--- config.mk ---
export PLATFORM = sky130hd
export DESIGN_NAME = fp16_fma_special
export DESIGN_NICKNAME = d
export VERILOG_FILES = /design/src/rtl/fp16_sc_pkg.sv /design/src/rtl/fp16_op_class.sv /design/src/rtl/fp16_nan_pick.sv /design/src/rtl/fp16_inf_zero_res.sv /design/src/rtl/fp16_fma_special.sv
export SDC_FILE = /design/constraint.sdc
export NUM_CORES = 1
export LEC_CHECK = 0
export BUFFER_PORTS_ARGS = -buffer_cell sky130_fd_sc_hd__clkbuf_2
export CAP_MARGIN = 25
export CELL_PAD_IN_SITES_DETAIL_PLACEMENT = 1
export CELL_PAD_IN_SITES_GLOBAL_PLACEMENT = 1
export CORE_MARGIN = 2
export CORE_UTILIZATION = 29
export DETAILED_ROUTE_END_ITERATION = 10
export PLACE_DENSITY_LB_ADDON = 0.1
export SLEW_MARGIN = 10
export SYNTH_ARGS = -nofsm -noshare
export SYNTH_HDL_FRONTEND = slang
export SYNTH_HIERARCHICAL = 1
export SYNTH_SLANG_ARGS = --single-unit
--- constraint.sdc ---
create_clock -name vclk -period 2.45
set_input_delay 0.3675 -clock vclk [all_inputs]
set_output_delay 0.3675 -clock vclk [all_outputs]
set_load 0.03 [all_outputs]
--- src/rtl/fp16_sc_pkg.sv ---
package fp16_sc_pkg;

  localparam int FP_EXP_W  = 5;
  localparam int FP_FRAC_W = 10;
  localparam int FP_W      = 1 + FP_EXP_W + FP_FRAC_W;

  typedef enum logic [1:0] {
    RM_NEAR_EVEN = 2'd0,
    RM_DOWN      = 2'd1,
    RM_UP        = 2'd2,
    RM_TO_ZERO   = 2'd3
  } rnd_mode_e;

  typedef struct packed {
    logic sign;
    logic is_nan;
    logic is_qnan;
    logic is_snan;
    logic is_inf;
    logic is_zero;
  } op_class_t;

  // Force the quiet bit (fraction MSB) of a NaN pattern.
  function automatic logic [FP_W-1:0] make_quiet(input logic [FP_W-1:0] x);
    logic [FP_W-1:0] q;
    q = x;
    q[FP_FRAC_W-1] = 1'b1;
    return q;
  endfunction

  // Canonical quiet NaN: positive, exponent all ones, quiet bit only.
  function automatic logic [FP_W-1:0] canon_nan();
    logic [FP_W-1:0] n;
    n = '0;
    n[FP_W-2:FP_FRAC_W] = '1;
    n[FP_FRAC_W-1]      = 1'b1;
    return n;
  endfunction

  function automatic logic [FP_W-1:0] make_inf(input logic s);
    logic [FP_W-1:0] n;
    n = '0;
    n[FP_W-1]           = s;
    n[FP_W-2:FP_FRAC_W] = '1;
    return n;
  endfunction

  function automatic logic [FP_W-1:0] make_zero(input logic s);
    logic [FP_W-1:0] n;
    n = '0;
    n[FP_W-1] = s;
    return n;
  endfunction

  // Sign of an exact zero sum of two zeros.
  function automatic logic zero_sum_sign(input logic ps, input logic cs,
                                         input rnd_mode_e rm);
    if (ps == cs) return ps;
    return (rm == RM_DOWN);
  endfunction

endpackage

--- src/rtl/fp16_op_class.sv ---
module fp16_op_class
  import fp16_sc_pkg::*;
#(
  parameter int EXP_W  = FP_EXP_W,
  parameter int FRAC_W = FP_FRAC_W,
  localparam int W     = 1 + EXP_W + FRAC_W
) (
  input  logic [W-1:0] op,
  output op_class_t    cls
);

  logic exp_ones;
  logic exp_zero;
  logic frac_nz;
  logic quiet_bit;

  assign exp_ones  = &op[W-2:FRAC_W];
  assign exp_zero  = ~|op[W-2:FRAC_W];
  assign frac_nz   = |op[FRAC_W-1:0];
  assign quiet_bit = op[FRAC_W-1];

  always_comb begin
    cls.sign    = op[W-1];
    cls.is_nan  = exp_ones & frac_nz;
    cls.is_qnan = exp_ones & frac_nz & quiet_bit;
    cls.is_snan = exp_ones & frac_nz & ~quiet_bit;
    cls.is_inf  = exp_ones & ~frac_nz;
    cls.is_zero = exp_zero & ~frac_nz;
  end

endmodule

--- src/rtl/fp16_nan_pick.sv ---
module fp16_nan_pick
  import fp16_sc_pkg::*;
#(
  parameter int W = FP_W
) (
  input  logic [W-1:0] op_a,
  input  logic [W-1:0] op_b,
  input  logic [W-1:0] op_c,
  input  op_class_t    cls_a,
  input  op_class_t    cls_b,
  input  op_class_t    cls_c,
  input  logic         inf_times_zero,
  output logic         any_nan,
  output logic [W-1:0] nan_res,
  output logic         nan_inv
);

  logic [W-1:0] chosen;

  assign any_nan = cls_a.is_nan | cls_b.is_nan | cls_c.is_nan;

  // Priority c > b > a; inf*zero forces c (the only possible NaN then).
  always_comb begin
    if (inf_times_zero || cls_c.is_nan) chosen = op_c;
    else if (cls_b.is_nan)              chosen = op_b;
    else                                chosen = op_a;
  end

  assign nan_res = make_quiet(chosen);
  assign nan_inv = cls_a.is_snan | cls_b.is_snan | cls_c.is_snan | inf_times_zero;

  // selected source must itself be a NaN
  always_comb begin
    if (any_nan) begin
      a_r3_pick_is_nan: assert (&chosen[W-2:FP_FRAC_W] && (|chosen[FP_FRAC_W-1:0]))
        else $error("selected NaN source is not a NaN");
    end
  end

endmodule

--- src/rtl/fp16_inf_zero_res.sv ---
module fp16_inf_zero_res
  import fp16_sc_pkg::*;
#(
  parameter int W = FP_W
) (
  input  logic [W-1:0] op_c,
  input  op_class_t    cls_a,
  input  op_class_t    cls_b,
  input  op_class_t    cls_c,
  input  logic         neg_prod,
  input  rnd_mode_e    rnd_mode,
  output logic         inf_times_zero,
  output logic         prod_sign,
  output logic         prod_inf,
  output logic         prod_zero,
  output logic         vld,
  output logic [W-1:0] res,
  output logic         inv
);

  assign inf_times_zero = (cls_a.is_inf & cls_b.is_zero) | (cls_a.is_zero & cls_b.is_inf);
  assign prod_sign      = cls_a.sign ^ cls_b.sign ^ neg_prod;
  assign prod_inf       = cls_a.is_inf | cls_b.is_inf;
  assign prod_zero      = cls_a.is_zero | cls_b.is_zero;

  always_comb begin
    vld = 1'b1;
    inv = 1'b0;
    res = '0;
    if (inf_times_zero) begin
      inv = 1'b1;
      res = canon_nan();
    end else if (cls_c.is_inf) begin
      if (prod_inf && (prod_sign != cls_c.sign)) begin
        inv = 1'b1;
        res = canon_nan();
      end else begin
        res = make_inf(cls_c.sign);
      end
    end else if (prod_inf) begin
      res = make_inf(prod_sign);
    end else if (prod_zero) begin
      if (cls_c.is_zero) res = make_zero(zero_sum_sign(prod_sign, cls_c.sign, rnd_mode));
      else               res = op_c;
    end else begin
      vld = 1'b0;
    end
  end

  // finite c with infinite product keeps the product sign
  always_comb begin
    if (vld && !inf_times_zero && !cls_c.is_inf && prod_inf) begin
      a_r9_prod_inf_sign: assert (res[W-1] == prod_sign)
        else $error("infinite product result has wrong sign");
    end
  end

endmodule

--- src/rtl/fp16_fma_special.sv ---
module fp16_fma_special
  import fp16_sc_pkg::*;
#(
  parameter int EXP_W  = FP_EXP_W,
  parameter int FRAC_W = FP_FRAC_W,
  localparam int W     = 1 + EXP_W + FRAC_W,
  localparam int N_OPS = 3
) (
  input  logic [15:0] op_a,
  input  logic [15:0] op_b,
  input  logic [15:0] op_c,
  input  logic        neg_prod,
  input  logic [1:0]  rnd_mode,
  output logic        bypass_vld,
  output logic [15:0] special_res,
  output logic        invalid
);

  logic [W-1:0] ops [N_OPS];
  op_class_t    cls [N_OPS];

  assign ops[0] = op_a;
  assign ops[1] = op_b;
  assign ops[2] = op_c;

  for (genvar i = 0; i < N_OPS; i++) begin : g_cls
    fp16_op_class #(.EXP_W(EXP_W), .FRAC_W(FRAC_W)) u_cls (
      .op  (ops[i]),
      .cls (cls[i])
    );
  end

  // Named internal events
  logic         w_inf_times_zero;
  logic         w_prod_sign;
  logic         w_prod_inf;
  logic         w_prod_zero;
  logic         w_any_nan;
  logic         w_any_snan;
  logic [W-1:0] w_nan_res;
  logic         w_nan_inv;
  logic         w_num_vld;
  logic [W-1:0] w_num_res;
  logic         w_num_inv;

  assign w_any_snan = cls[0].is_snan | cls[1].is_snan | cls[2].is_snan;

  fp16_inf_zero_res #(.W(W)) u_num (
    .op_c           (ops[2]),
    .cls_a          (cls[0]),
    .cls_b          (cls[1]),
    .cls_c          (cls[2]),
    .neg_prod       (neg_prod),
    .rnd_mode       (rnd_mode_e'(rnd_mode)),
    .inf_times_zero (w_inf_times_zero),
    .prod_sign      (w_prod_sign),
    .prod_inf       (w_prod_inf),
    .prod_zero      (w_prod_zero),
    .vld            (w_num_vld),
    .res            (w_num_res),
    .inv            (w_num_inv)
  );

  fp16_nan_pick #(.W(W)) u_nan (
    .op_a           (ops[0]),
    .op_b           (ops[1]),
    .op_c           (ops[2]),
    .cls_a          (cls[0]),
    .cls_b          (cls[1]),
    .cls_c          (cls[2]),
    .inf_times_zero (w_inf_times_zero),
    .any_nan        (w_any_nan),
    .nan_res        (w_nan_res),
    .nan_inv        (w_nan_inv)
  );

  always_comb begin
    if (w_any_nan) begin
      bypass_vld  = 1'b1;
      special_res = w_nan_res;
      invalid     = w_nan_inv;
    end else begin
      bypass_vld  = w_num_vld;
      special_res = w_num_res;
      invalid     = w_num_inv;
    end
  end

  // Port-level checks
  always_comb begin
    if (w_any_nan) begin
      a_r2_nan_is_quiet: assert (bypass_vld && (&special_res[W-2:FRAC_W]) && special_res[FRAC_W-1])
        else $error("NaN input did not yield a quiet NaN");
    end
    if (w_any_snan) begin
      a_r4_snan_invalid: assert (invalid)
        else $error("signaling NaN did not raise invalid");
    end
    if (w_inf_times_zero) begin
      a_r6_inf_zero_invalid: assert (invalid && bypass_vld)
        else $error("inf*zero did not raise invalid");
    end
    if (!bypass_vld) begin
      a_r12_idle_zero: assert (special_res == '0 && !invalid)
        else $error("idle outputs not zero");
    end
  end

endmodule

# After elaboration in Yosys (flattened, before gate mapping)
# Cells that the tools add are included.
# totals
output_inout_bits,18
reg_bits,0
input_bits,51
wordCells,73
# classes
n_eq_ne,3
bitwise,30
n_reduce_logical,14
n_mux,26
# op_table
cell,count
$mux 16,9
$reduce_or 10->1,3
$mux 1,17
$reduce_and 5->1,3
$reduce_or 5->1,3
$and 1x1->1,14
$or 1x1->1,8
$not 1->1,6
$logic_not 1->1,3
$eq 2x1->1 const B,1
$xor 1x1->1,2
$eq 1x1->1,1
$logic_and 1x1->1,1
$logic_or 1x1->1,1
$ne 1x1->1,1

# Depth between registers and ports, before layout
# Gate-level depths: netlist (run 1).
# logic_depth
ltp_word,16
mapped_depth,9
ltp_nobuf,8

# Cells and area by module
# Netlist (run 1), hierarchy kept.
# modules_own_cells
mod,cells_each,n_inst,area_per_inst_um2,seq_area_each_um2
fp16_nan_pick,55,1,371.6,0.0
fp16_op_class,16,3,100.1,0.0
fp16_inf_zero_res,45,1,287.8,0.0
fp16_fma_special,20,1,262.8,0.0

# Worst setup path after synthesis (run 1)
# OpenSTA, ideal clock, no wires.
# synth_path
kind,input-to-output
startpoint,in op_b[1]
endpoint,out special_res[10]
arrival_time_ns,2.073
required_time_ns,2.082
path_slack_ns,0.010
cell_stages,8
n_path_buf,3
path_cell_list,nor4_2 and4_1 nor2_1 buf_4 or3_1 buf_6 buf_12 mux2_4
# synth_lines
item,line,rtl
start: declaration,fp16_fma_special.sv:10,"input logic [15:0] op_b,"
end: declaration,fp16_fma_special.sv:15,"output logic [15:0] special_res,"

==> results of run 1 <==
[power groups by stage]
stage	sequential, mW	combinational (mW)	clock [mW]
2_1_floorplan	0	0.0950	0
3_3_place_gp	0	0.174	0
3_5_place_dp	0	0.181	0
4_1_cts	0	0.222	0
5_1_grt	0	0.249	0
6_report	0	0.235	0
[worst max-delay path by stage]
stage | from | slack [ns] | end
2_1_floorplan | op_b[1] | 0.01 | special_res[10]
3_3_place_gp | op_a[14] | -0.13 | invalid
3_5_place_dp | op_b[1] | -0.21 | special_res[15]
4_1_cts | op_a[1] | -0.1 | special_res[4]
5_1_grt | op_a[1] | -0.20 | special_res[2]
6_report | op_a[1] | -0.16 | special_res[8]
[layout by cell type, fill, tap and decap left out, types with 2 or more instances in the layout]
master and n:
nor4_4 3, buf_6 9, nor3_4 4, mux2_2 2
o21ai_0 15, o21ai_1 12, and3_1 4, buf_12 2
nand4_1 3, clkbuf_8 13, o21ai_2 5, buf_4 26
and3_2 2, nand2_1 11, clkbuf_2 46, nand2b_1 2
inv_1 2, nor2_1 10, nand3_2 3, nor3_1 3
mux2_4 15, or4_4 4, mux2i_1 15, and4_1 2
buf_8 10, or2_4 2, and3_4 6, nor2_2 5
[repair_timing]
action	in CTS	in global routing
setup buffers	5	2
endpoints found under the setup margin	18	18
pin swaps	16	11
gates cloned	3	0
gates resized for setup	88	25
endpoints found under the hold margin	0	0
[per-layer routing]
layer,share of wire,global-route usage,wire length (um)
met1,0.41,0.291,2270
met2,0.53,0.462,2940
met3,0.044,0.0164,245
met4,0.022,0.0575,125
met5,0,0,0
[area by class of cell]
class	instances	share of cell area
multi-input cells	147	0.569
repair buffers	106	0.398
well taps	50	0.0278
inverters	3	0.00501
==> results by group, run 1 <==
Setup path
  • Largest stage delay, worst path: 0.29 ns
  • Type of origin of the critical path: primary input
  • CP Max Fanout: 10
  • CP Depth: 10
  • Crit end category: output pin
  • Crit path max-delay family: simple AND/OR/NAND/NOR gates
  • CP Data Arrival Time: 2.24 ns
  • Crit Path Class: primary input to output pin
  • Critical-path top delay cell: nor4_4
  • Worst Path Buf+Inv: 4
  • CP cell instances: buf_8, nor4_4, nand4_1, nor3_4, buf_4, o21ba_4, buf_12, and3_4, mux2_4, clkbuf_8
  • Req. time, crit path: roughly 2.1 ns

Hold path
  • Hold-critical path depth: 4
  • Worst Hold Endpoint: special_res[0]
  • Hold WC Path Type: primary input to output pin
  • Hold path start: op_c[0]

STA
  • Final setup margin: -0.156 ns
  • Setup TNS: -2.11 ns
  • Peak Freq: 384 MHz
  • Hold_ws: between 1 and 1.5 ns
  • RSZ-0062 raised after global routing: true
  • Endpoints failing hold: 0
  • Final slew viol count: 0
  • Final period utilization: 1.06
  • Setup violations, final: 17
  • Final min period: 2.61 ns

Run status
  • Failing checks: setup timing
  • Outcome: complete, but fails checks

Final layout
  • Fill cell count: 506
  • Total Nets Final: 309
  • Fin util: 0.562
  • Syn-to-layout area delta: 87.5%
  • Multi-input gate area: 1280 um2
  • Fin area: about 2200 um2
  • Post-Layout Cell Count: 306
  • Seq_cells: 0
  • Proportion of layout cells with a drive suffix above 1: 0.652
  • ANT cells: 0
  • Clkbuf count: 0
  • Sequential cell area: 0 um2

Placement
  • Detailed placement HPWL: 4.03 mm
  • Pre-CTS WS: -0.205 ns
  • Area after DPL: 1730 um2
  • IO buf count: 69
  • Placed Cells: 297
  • GP Congestion: 0.815

Power
  • Pint: 0.122 mW
  • Clock power share: 0
  • Pleak: roughly 1.0 nW
  • Gate power share: 1.000
  • Peak supply drop: 0.0000534 V
  • Pwr Density: approximately 100 nW/um2
  • Net Sw Power: roughly 0.11 mW
  • Tot Pwr: around 0.23 mW
  • Sw Ratio: 0.480
  • Flop pwr share: 0

Global route
  • Initial antenna violation count: 0
  • First-pass GRT wire length: 8.53 mm
  • GRT Total Usage: 0.243
  • Remaining global-route overflow: 0
  • Largest net degree at the start of global routing: 16
  • Vias in the first global route: 1746

Route
  • DRT Wirelength: about 5.6 mm
  • WL per Instance: 18.2 um
  • Vias after detailed routing: 1689
  • Residual DRC: 0
  • Initial DRC count: 43
  • Drt pass-1 iters: 4
  • Routed Antenna Nets: 0
  • Via density: 5.52

Yosys
  • Synth warn: 6
  • Post-synthesis instance total: 162
  • Syn Std Cell Area: 1200 um2
  • Avg Inst Size Synth: 7.41 um2
  • Post-synth net total: 213

Floorplan
  • Initial Util: 0.300
  • Die Width: roughly 68 um
  • Ports: slightly below 70
  • Die area: 4670 um2
  • CORE AREA: 4000 um2
  • Die height: 68.3 um
  • Row count: 23

Flow run
  • Max_cap viols: 0

Clock tree
  • CTS Hold Bufs: 0
Power figures use the tool's default switching activity.
==> run 2: changes to the inputs <==
--- a/config.mk
+++ b/config.mk
@@ -9,6 +9,7 @@
 export CAP_MARGIN = 25
 export CELL_PAD_IN_SITES_DETAIL_PLACEMENT = 1
 export CELL_PAD_IN_SITES_GLOBAL_PLACEMENT = 1
+export CORE_ASPECT_RATIO = 1.1
 export CORE_MARGIN = 2
 export CORE_UTILIZATION = 29
 export DETAILED_ROUTE_END_ITERATION = 10
==> results by group, run 2 (synthesis gave the netlist of run 1 again) <==
Run status
  • Outcome: complete, but fails checks
  • Failing checks: setup timing

Floorplan
  • Ports: 69 (unchanged)
  • CORE AREA: 3960 um2 (-0.91%)
  • Row count: 24 (+4.3%)
  • Die Width: 65.3 um (-4.4%)
  • Initial Util: 0.303 (+0.00275)
  • Die area: 4670 um2 (about the same)
  • Die height: 71.5 um (+4.6%)

STA
  • Final setup margin: -0.119 ns (+0.0369 ns)
  • Setup TNS: -1.39 ns (+0.720 ns)
  • Setup violations, final: 17 (unchanged)
  • RSZ-0062 raised after global routing: true
  • Final period utilization: 1.05 (-0.0151)
  • Final min period: 2.57 ns (-0.0369 ns)
  • Final slew viol count: 0 (unchanged)
  • Peak Freq: 389 MHz (+1.4%)
  • Endpoints failing hold: 0 (unchanged)

Global route
  • Vias in the first global route: 1802 (+3.2%)
  • Remaining global-route overflow: 0 (unchanged)
  • Largest net degree at the start of global routing: 18 (+2)
  • First-pass GRT wire length: 8.55 mm (+0.25%)
  • Initial antenna violation count: 0 (unchanged)
  • GRT Total Usage: 0.226 (-0.0162)

Route
  • Routed Antenna Nets: 0 (unchanged)
  • WL per Instance: 17.2 um (-5.6%)
  • Via density: 5.36 (-2.9%)
  • Drt pass-1 iters: 4 (unchanged)
  • Residual DRC: 0 (unchanged)
  • Initial DRC count: 79 (+84%)
  • Vias after detailed routing: 1656 (-2.0%)
  • DRT Wirelength: 5.32 mm (-4.6%)

Placement
  • IO buf count: 69 (unchanged)
  • GP Congestion: 0.763 (-6.3%)
  • Detailed placement HPWL: 4.06 mm (+0.58%)
  • Area after DPL: 1780 um2 (+3.0%)

Final layout
  • Clkbuf count: 0 (unchanged)
  • Multi-input gate area: 1250 um2 (-2.4%)
  • Syn-to-layout area delta: 87.4% (about the same)
  • Fin area: 2250 um2 (about the same)
  • Commonest cells after routing, fill and taps aside: clkbuf_2 (44), buf_4 (31), mux2_4 (15), mux2i_1 (15), buf_8 (14)
  • Proportion of layout cells with a drive suffix above 1: 0.646 (-0.00643)
  • Total Nets Final: 310 (+0.32%)
  • Sequential cell area: 0 um2 (unchanged)
  • Most common cell after layout, fill and taps aside: clkbuf_2
  • Seq_cells: 0 (unchanged)
  • ANT cells: 0 (unchanged)
  • Fill cell count: 501 (-0.99%)

Hold path
  • Hold WC Path Type: primary input to output pin

Setup path
  • Req. time, crit path: 2.08 ns (about the same)
  • CP Max Fanout: 4 (-6)
  • Crit end category: output pin
  • CP Data Arrival Time: 2.20 ns (-0.04 ns)
  • Crit Path Class: primary input to output pin
  • Type of origin of the critical path: primary input

Power
  • Tot Pwr: 0.237 mW (+1.1%)
  • Pleak: 1.04 nW (-0.13%)
  • Pwr Density: 106 nW/um2 (+1.1%)
  • Peak supply drop: 0.0000494 V (-7.6%)

Flow run
  • Max_cap viols: 0 (unchanged)

Clock tree
  • CTS Hold Bufs: 0 (unchanged)
run 2: per-stage QoR:
step	instances	setup WS (ns)	utilization	hold slack, ns
final	309	-0.119	0.567	1.23
after global routing	309	-0.218	0.567	1.25
after CTS	308	-0.105	0.535	1.24
after detailed placement	304	-0.234	0.449	1.28
after global placement	304	-0.158	0.449	1.26
after floorplan	162	0.0115	-	1.01
run 2: final timing paths:
path | from | endpoint | slack, ns | depth (start not counted)
worst min-delay path | op_c[1] | special_res[1] | 1.23 | 5
worst max-delay path | op_a[11] | special_res[0] | -0.12 | 9
run 2: layout make-up:
class,instances,share of cell area
tap,52,0.0289
multi-input combinational,147,0.555
inverter,3,0.00501
timing repair buffer,107,0.411
run 2: report_power, final:
group          leakage [nW]  total [mW]  internal (mW)  switching (mW)
Clock                     0           0              0               0
Sequential                0           0              0               0
Combinational          1.04       0.237          0.128           0.110
run 2: worst max-delay path, cell delays in order:
cell,delay (ns)
clkbuf_2,0.10
or4_4,0.54
nor3_2,0.23
buf_4,0.17
o21ba_4,0.19
clkbuf_16,0.15
and3_1,0.17
mux2_4,0.17
buf_8,0.12
run 2: per-layer routing:
metal	track usage	share of wire
met5	0	0
met4	0.0139	0.0051
met3	0.0126	0.041
met2	0.450	0.53
met1	0.275	0.42
run 2: repair_timing:
item                       in CTS  in global routing
pin swaps                      16                 10
gates resized for setup        73                 43
setup buffers                   4                  0
setup endpoints to repair      18                 18
cloned                          1                  1
==> run 3: changes to the inputs <==
--- a/config.mk
+++ b/config.mk
@@ -13,7 +13,7 @@
 export CORE_MARGIN = 2
 export CORE_UTILIZATION = 29
 export DETAILED_ROUTE_END_ITERATION = 10
-export PLACE_DENSITY_LB_ADDON = 0.1
+export PLACE_DENSITY = 0.93
 export SLEW_MARGIN = 10
 export SYNTH_ARGS = -nofsm -noshare
 export SYNTH_HDL_FRONTEND = slang
==> results by group, run 3 (synthesis gave the netlist of run 1 again) <==
STA
  • Final min period: 2.70 ns (+0.130 ns)
  • Final period utilization: 1.10 (+0.0531)
  • Peak Freq: 370 MHz (-4.8%)
  • RSZ-0062 raised after global routing: true
  • Final slew viol count: 0 (unchanged)
  • Endpoints failing hold: 0 (unchanged)
  • Final setup margin: -0.249 ns (-0.130 ns)
  • Setup violations, final: 18 (+1)

Power
  • Pwr Density: 106 nW/um2 (+0.79%)
  • Tot Pwr: 0.262 mW (+10%)
  • Peak supply drop: 0.0000615 V (+25%)
  • Pleak: 1.09 nW (+4.9%)

Setup path
  • CP Max Fanout: 8 (+4)
  • CP Data Arrival Time: 2.33 ns (+0.13 ns)
  • Crit Path Class: primary input to output pin
  • Type of origin of the critical path: primary input
  • Crit end category: output pin
  • Req. time, crit path: 2.08 ns (about the same)

Hold path
  • Hold WC Path Type: primary input to output pin
  • Worst Hold Endpoint: special_res[14]
  • Hold-critical path depth: 5 (unchanged)
  • Hold path start: op_c[14]

Route
  • Residual DRC: 0 (unchanged)
  • Routed Antenna Nets: 0 (unchanged)
  • WL per Instance: 24.7 um (+44%)
  • Vias after detailed routing: 1841 (+11%)
  • Drt pass-1 iters: 4 (unchanged)
  • DRT Wirelength: 7.70 mm (+45%)
  • Initial DRC count: 85 (+7.6%)
  • Via density: 5.92 (+10%)

Final layout
  • Post-Layout Cell Count: 311 (+0.65%)
  • Sequential cell area: 0 um2 (unchanged)
  • Clkbuf count: 0 (unchanged)
  • Commonest cells after routing, fill and taps aside: clkbuf_2 (31), buf_4 (30), buf_6 (22), buf_8 (19), mux2_4 (16)
  • Proportion of layout cells with a drive suffix above 1: 0.710 (+0.0645)
  • Fin util: 0.622 (+0.0546)
  • ANT cells: 0 (unchanged)
  • Most common cell after layout, fill and taps aside: clkbuf_2
  • Syn-to-layout area delta: 105%
  • Seq_cells: 0 (unchanged)
  • Total Nets Final: 312 (+0.65%)

Placement
  • GP Congestion: 0.815 (+6.8%)
  • IO buf count: 69 (unchanged)
  • Placed Cells: 293 (-3.6%)
  • Detailed placement HPWL: 4.02 mm (-0.99%)

Flow run
  • Max_cap viols: 0 (unchanged)

Run status
  • Failing checks: setup timing
  • Outcome: complete, but fails checks

Global route
  • Remaining global-route overflow: 0 (unchanged)
  • Vias in the first global route: 1888 (+4.8%)
  • GRT Total Usage: 0.262 (+0.0353)
  • First-pass GRT wire length: 9.60 mm (+12%)
  • Initial antenna violation count: 0 (unchanged)
  • Largest net degree at the start of global routing: 11 (-7)

Floorplan
  • Die height: 71.5 um (unchanged)
  • Row count: 24 (unchanged)
  • Initial Util: 0.303 (unchanged)
  • Ports: 69 (unchanged)
  • Die Width: 65.3 um (unchanged)
  • Die area: 4670 um2 (unchanged)
  • CORE AREA: 3960 um2 (unchanged)

Clock tree
  • CTS Hold Bufs: 0 (unchanged)
## run 3: per-stage QoR
stage	instance area [um2]	TNS (ns)	setup slack, ns	hold slack [ns]
4_1_cts	2110	-1.25	-0.0895	1.24
3_5_place_dp	1670	-3.99	-0.268	1.28
2_1_floorplan	1200	0	0.0115	1.01
3_3_place_gp	1670	-2.00	-0.151	1.27
5_1_grt	2460	-4.43	-0.288	1.24
6_report	2460	-3.81	-0.249	1.22
## run 3: how the worst max path moves through the flow
stage                           end  depth (start not counted)  slack (ns)     start
floorplan           special_res[10]                          8        0.01   op_b[1]
global placement    special_res[13]                         10       -0.15  op_a[14]
detailed placement  special_res[11]                         10       -0.27   op_b[1]
CTS                 special_res[11]                         10       -0.09   op_a[2]
global route        special_res[11]                          9       -0.29  op_b[14]
finish              special_res[11]                          9       -0.25  op_b[14]
## run 3: what timing repair did
action                                  in CTS  in global routing
setup buffers                                8                  6
endpoints found under the setup margin      18                 18
pin swaps                                   25                 25
resized for setup                           85                106
gates cloned                                 2                  2
## run 3: critical path: stages
cell	delay [ns]
clkbuf_2	0.11
or4_4	0.58
nor3_4	0.25
a22oi_2	0.15
inv_2	0.12
or2_4	0.23
o21ai_2	0.10
mux2_4	0.29
buf_8	0.14
## run 3: layout make-up
type | instances | area [um2]
Multi-Input combinational cell | 148 | 1390
Inverter | 3 | 11.3
Tap cell | 52 | 65.1
Fill cell | 471 | 1500
Timing Repair Buffer | 108 | 1000
## run 3: metal layers
layer	vias up	routed length, um	track usage
li1	808	-	-
met1	886	2850	0.290
met3	34	512	0.0126
met2	113	3950	0.534
met4	0	379	0.0579
met5	-	0	0
## run 3: report_power, final
| group | switching (mW) | internal, mW |
|---|---|---|
| Sequential | 0 | 0 |
| Combinational | 0.131 | 0.131 |
| Clock | 0 | 0 |
| Total | 0.131 | 0.131 |
